===== config.mk =====
export PLATFORM = sky130hd
export DESIGN_NAME = irq_vector_ctrl
export DESIGN_NICKNAME = d
export VERILOG_FILES = /design/src/rtl/irq_vector_ctrl.sv
export SDC_FILE = /design/constraint.sdc
export NUM_CORES = 1
export LEC_CHECK = 0
export BUFFER_PORTS_ARGS = -buffer_cell sky130_fd_sc_hd__buf_2
export CORE_UTILIZATION = 36
export DETAILED_ROUTE_END_ITERATION = 7
export PLACE_DENSITY = 0.86
export SETUP_SLACK_MARGIN = 0.1
export SKIP_LAST_GASP = 1
export SLEW_MARGIN = 5
export SYNTH_ARGS = -nofsm -noshare
export SYNTH_HDL_FRONTEND = slang
export SYNTH_SLANG_ARGS = --single-unit

===== constraint.sdc =====
create_clock -name clk -period 1.6 [get_ports clk]
set_input_delay 0 -clock clk [delete_from_list [all_inputs] [get_ports clk]]
set_output_delay 0 -clock clk [all_outputs]
set_load 0.05 [all_outputs]

===== src/rtl/irq_vector_ctrl.sv =====
module irq_vector_ctrl #(
  parameter int N_SRC = 8,
  parameter logic [N_SRC-1:0] LEVEL_MASK = 8'hA0,
  parameter int ADDR_W = 12,
  parameter int STRIDE_SH = 1,
  parameter logic [ADDR_W-1:0] BOOT_BASE = 12'hC00,
  localparam int IDX_W = $clog2(N_SRC + 1)
) (
  input  logic              clk,
  input  logic              rst_n,
  input  logic [N_SRC-1:0]  src_in,
  input  logic [N_SRC-1:0]  src_en,
  input  logic              flag_clr_wr,
  input  logic [N_SRC-1:0]  flag_clr_data,
  input  logic              cmd_sei,
  input  logic              cmd_cli,
  input  logic              cmd_reti,
  input  logic              insn_retired,
  input  logic              boot_sel,
  output logic              irq_take,
  output logic [IDX_W-1:0]  irq_idx,
  output logic [ADDR_W-1:0] irq_addr,
  output logic              irq_gie,
  output logic [N_SRC-1:0]  irq_flags
);

  logic [N_SRC-1:0] flag_q, flag_d, req, elig, lowbit, take_clr;
  logic             gie_q, hold_q, win_ok, accept;
  logic [IDX_W-1:0] win_idx;

  assign req    = (flag_q & ~LEVEL_MASK) | (src_in & LEVEL_MASK);
  assign elig   = req & src_en;
  assign lowbit = elig & (~elig + N_SRC'(1));

  always_comb begin
    win_ok  = 1'b0;
    win_idx = '0;
    for (int i = N_SRC - 1; i >= 0; i--) begin
      if (elig[i]) begin
        win_ok  = 1'b1;
        win_idx = IDX_W'(i + 1);
      end
    end
  end

  assign accept   = win_ok & gie_q & ~cmd_cli & ~hold_q;
  assign take_clr = accept ? lowbit : '0;
  assign flag_d   = ((flag_q & ~(flag_clr_wr ? flag_clr_data : '0) & ~take_clr) | src_in)
                    & ~LEVEL_MASK;

  always_ff @(posedge clk) begin
    if (!rst_n) begin
      flag_q   <= '0;
      gie_q    <= 1'b0;
      hold_q   <= 1'b0;
      irq_take <= 1'b0;
      irq_idx  <= '0;
      irq_addr <= '0;
    end else begin
      flag_q   <= flag_d;
      irq_take <= accept;
      if (accept) begin
        irq_idx  <= win_idx;
        irq_addr <= (boot_sel ? BOOT_BASE : '0) + (ADDR_W'(win_idx) << STRIDE_SH);
      end
      if (accept || cmd_cli)       gie_q <= 1'b0;
      else if (cmd_sei || cmd_reti) gie_q <= 1'b1;
      if (cmd_reti)          hold_q <= 1'b1;
      else if (insn_retired) hold_q <= 1'b0;
    end
  end

  assign irq_gie   = gie_q;
  assign irq_flags = flag_q;

  AST_VEC0_NEVER:   assert property (@(posedge clk) disable iff (!rst_n) irq_take |-> (irq_idx != '0 && irq_idx <= IDX_W'(N_SRC)));
  AST_NEED_GIE:     assert property (@(posedge clk) disable iff (!rst_n) irq_take |-> $past(gie_q));
  AST_TAKE_DROPS:   assert property (@(posedge clk) disable iff (!rst_n) irq_take |-> !gie_q);
  AST_RETI_WAIT:    assert property (@(posedge clk) disable iff (!rst_n) hold_q |=> !irq_take);
  AST_CLI_BLOCKS:   assert property (@(posedge clk) disable iff (!rst_n) cmd_cli |=> !irq_take);
  AST_ONE_CYCLE:    assert property (@(posedge clk) disable iff (!rst_n) irq_take |=> !irq_take);
  AST_LEVEL_NOFLAG: assert property (@(posedge clk) disable iff (!rst_n) (irq_flags & LEVEL_MASK) == '0);

endmodule


* Yosys cells after proc, flatten, opt, wreduce, memory -nomap -nowiden
Cells that the tools add are included.
** Storage, ports and cells
- Logic and storage cells :: 48
- Register bits after elaboration :: 25
- Input bits :: 32
** Operators by class
- Reduce and logical (&&, ||, !) cells :: 4
- Multiplexer cells :: 21
- Add/subtract/negate cells :: 2
- Bitwise logic cells :: 15
** Operators by type and width (count)
- $mux W4 :: 8
- $and A7 B7 Y7 :: 3
- $not A7 Y7 :: 3
- $mux W7 :: 2
- $add A12 B5 Y12 :: 1
- $mux W12 :: 1
- $mux W1 :: 10
- $and A8 B8 Y8 :: 1
- $or A7 B8 Y8 :: 1
- $add A7 B1 Y7 const B :: 1
- $or A7 B7 Y7 :: 1
- $and A1 B1 Y1 :: 3
- $not A1 Y1 :: 3
- $logic_or A1 B1 Y1 :: 2
- $reduce_bool A2 Y1 :: 1
- $reduce_or A2 Y1 :: 1

* Logic depth before layout (Yosys ltp)
- Word-level depth :: 17
- Depth in mapped cells :: 4

* Least setup slack after synthesis
OpenSTA, ideal clock, no wires.
- Path kind :: flip-flop to flip-flop
- Start point :: register flag_q[3] (netlist: irq_flags[3])
- End point :: register irq_idx[0]
- Clock period less this slack :: 1786 ps
- Path slack :: -186 ps
- Stages on the path, launching flop included :: 5
- Path buffers :: 0
- Arrival time :: 1670 ps
- Cell sequence :: dfxtp_1 a222oi_1 nand3_2 o21a_4 a31o_2
** On the way
- Word-level cells in the longest chain between the ends :: 9
** Ends and longest elaborated chain
- from (decl) :: line 27 : logic [N_SRC-1:0] flag_q, flag_d, req, elig, lowbit, take_clr;
- from (signal assigned) :: line 60 : flag_q <= flag_d;
- $or A7 B8 Y8 (*) :: line 31 : assign req = (flag_q & ~LEVEL_MASK) | (src_in & LEVEL_MASK);
- $and A8 B8 Y8 (*) :: line 32 : assign elig = req & src_en;
- $mux W1 (4 in series) :: line 39 : if (elig[i]) begin
- $and A1 B1 Y1 (3 in series) :: line 46 : assign accept = win_ok & gie_q & ~cmd_cli & ~hold_q;
- to (signal assigned) :: line 63 : irq_idx <= win_idx;
- to (decl) :: line 21 : output logic [IDX_W-1:0] irq_idx,
Mark *: on every way between the ends. The rest lies on a longest branch, timed or not.
A chain may end at the register's enable or synchronous reset.

* Worst setup path after layout
Ends and elaborated chain as after synthesis.

==> impl_metrics.ini <==
[status]
status = complete, no violations

[layout]
areaGrowthSynthToFinish_pct = 44.2
drive_gt1_share_pct = 42.9
seqCellArea_um2 = 287
n_fill_cell = 194
antenna_cells = 0
nets = 189
multi_input_area_um2 = 468
final_cells = 183
stdcell_area_um2 = 1180

[floorplan]
fp.dieH_um = 49.7
placementRows = 16
die-area_um2 = 2470
die_x_um = 49.7
start_util_pct = 40.1
coreArea_um2 = 2040
ios = 58

[synth]
synthMuxAreaShare_pct = 2.45
synthAdderAreaFrac_pct = 0
synth_common_cells = nand2_1 (26), dfxtp_1 (14), buf_4 (13)
synth_ff_type = dfxtp_1
synth_top_family_by_area = simple AND/OR/NAND/NOR gates
yosys-top-cells-area = dfxtp_1 (34%), buf_4 (12%), nand2_1 (12%)
synth_top_area_share_pct = 34.3
synthArstFlopShare_pct = 0
synth-seq-area-share_pct = 34.3
avgSynthCellArea_um2 = 8.18
ys_types = 31
synth-simple-area-share_pct = 25.4
ys_ff_latch = 14
synth_xor_area_share_pct = 0
syn_inst = 100
synth_edf_count = 0
yosysMostFrequentCell = nand2_1
yosysWarnings = 0
synth_compound_area_share_pct = 24.6
synth_area_um2 = 818
synth_largest_area_cell = dfxtp_1

[pwr]
switching_power_w = 0.000322
p_leak_nw = 0.583
power-per-cell-area_nw_per_um2 = 787
swShare_pct = 34.7
p_int_w = 0.000606
clkPwrFrac_pct = 28.1
combPwrFrac_pct = 30.8
ir_drop_mv = 0.615
p_seq_share_pct = 41.1

[place]
place_inst = 168
post-place-ws_ns = 0.0725
gp_congestion = 0.738
port_buffers = 47
placed_area_um2 = 1030
dp_hpwl_um = 1520

[routing]
drc_errors = 0
drt-initial-drc-count = 25
ant_nets = 0
post_drt_wl_per_cell_um = 10.9
viasPerCell = 4.90
vias = 896
wl_um = 1990
drt_first_pass_iters = 4

[sta]
fin_crit_ns = 1.55
rsz0062_at_grt = yes
max_freq_ghz = 0.647
setup_viol = 0
fin_ws_ns = 0.0537
maxSlewViolCount = 0
final.period_utilization_pct = 96.6
fin_tns_setup_ns = 0
final_hold_viol_count = 0
fin_skew_ns = 0.00108

[global_route]
track_usage_pct = 16.6
grt_pass1_vias = 738
grt_max_degree = 21
grt_pass1_wl_um = 3130
antenna_found_initial = 0
overflow = 0

[critical_path]
crit_start = irq_flags[3]$_SDFF_PN0_
end_kind = flop
reg2reg_slack_ns = 0.05
crit_fanout = 7
arrival_ns = 1.73
r2r_start = irq_flags[3]$_SDFF_PN0_
cp.required_ns = 1.78
crit_type = flop to flop
startpoint_type = flop

[min_path]
worst_hold_path_type = primary input to flop
hold_start = insn_retired

[clock_network]
clock_path_buffers = 2
clk_pin_slew_ns = 0.09
clkSinkCount = 14
root_buffer = clkbuf_4
cts_tree = done
cts_buffers = 3
cts_max_level = 1
clk_latency_ns = 0.28

[job]
cap_violations = 0
[layer usage]
| layer | routed length [um] | up-vias | track usage, % | share of wire [%] |
|---|---|---|---|---|
| met5 | 0 | - | 0 | 0 |
| met4 | 0 | 0 | 4.29 | 0 |
| met3 | 167 | 0 | 3.70 | 8.4 |
| met2 | 1020 | 47 | 30.6 | 51 |
| met1 | 801 | 402 | 18.9 | 40 |
| li1 | - | 447 | - | - |
[final timing paths]
path,end,cells past startpoint
setup / recovery,irq_idx[0]$_SDFFE_PN0P_,4
hold / removal,hold_q$_SDFFE_PN0P_,3
setup reg to reg,irq_idx[0]$_SDFFE_PN0P_,4
hold reg to reg,irq_idx[1]$_SDFFE_PN0P_,2
[what timing repair did]
item	in CTS	in global routing
hold endpoints to repair	9	0
resized for setup	0	1
endpoints found under the setup margin	3	4
setup buffers	2	0
hold buffers	9	0
[layout by cell type (no fill, tap or decap), types with 2 or more instances in the layout]
cell           netlist  routed
conb_1               1       8
dlygate4sd3_1        0       9
a31oi_1              2       2
o21ai_0              2       2
dfxtp_2              0       2
dfxtp_1             14      11
nand3_1              5       5
o21a_1               7       7
nand2_1             26      26
buf_2                0      47
buf_4               13       4
mux2i_1              2       2
clkbuf_4             0       3
a22oi_1              2       2
a21oi_1              5       4
[cells by family (layout without fill, tap and decap cells)]
family          count (synthesis)  in the layout
compound gates                 27             27
flops                          14             14
other cells                     1              8
mux                             2              2
buf+inv                        15             64
simple gates                   41             41
[critical path: stages, from the launching register on]
cell      delay (ns)
dfxtp_4         0.35
a222oi_1        0.43
nand3_2         0.16
o21a_4          0.27
a31o_2          0.23
[metrics by stage]
stage	hold slack (ns)	util, %	power (W)
floorplan	0.0636	-	0.000589
global placement	0.211	50.7	0.000647
detailed placement	0.216	50.7	0.000651
CTS	0.0132	57.6	0.000933
global route	0.00352	57.8	0.000982
finish	0.0152	57.8	0.000928
[registers in the layout, indices dropped and copies added, names as in the netlist]
| name | count |
|---|---|
| hold_q | 1 |
| irq_gie | 1 |
| irq_idx | 3 |
| irq_flags | 6 |
| irq_addr | 2 |
| irq_take | 1 |
[area by class of cell]
type / instances / share of cell area (%)
Timing Repair Buffer: 60 / 30.1
Clock buffer: 4 / 3.08
Tap cell: 27 / 2.86
Multi-Input combinational cell: 78 / 39.7
Sequential cell: 14 / 24.3
[power groups by stage]
stage,sequential (W),clock [W],combinational [W]
5_1_grt,0.000384,0.000292,0.000306
2_1_floorplan,0.000443,0,0.000145
4_1_cts,0.000381,0.000267,0.000285
3_5_place_dp,0.000391,0,0.000260
3_3_place_gp,0.000390,0,0.000257
6_report,0.000381,0.000261,0.000286
No activity file was read; power rests on OpenSTA's default activity.
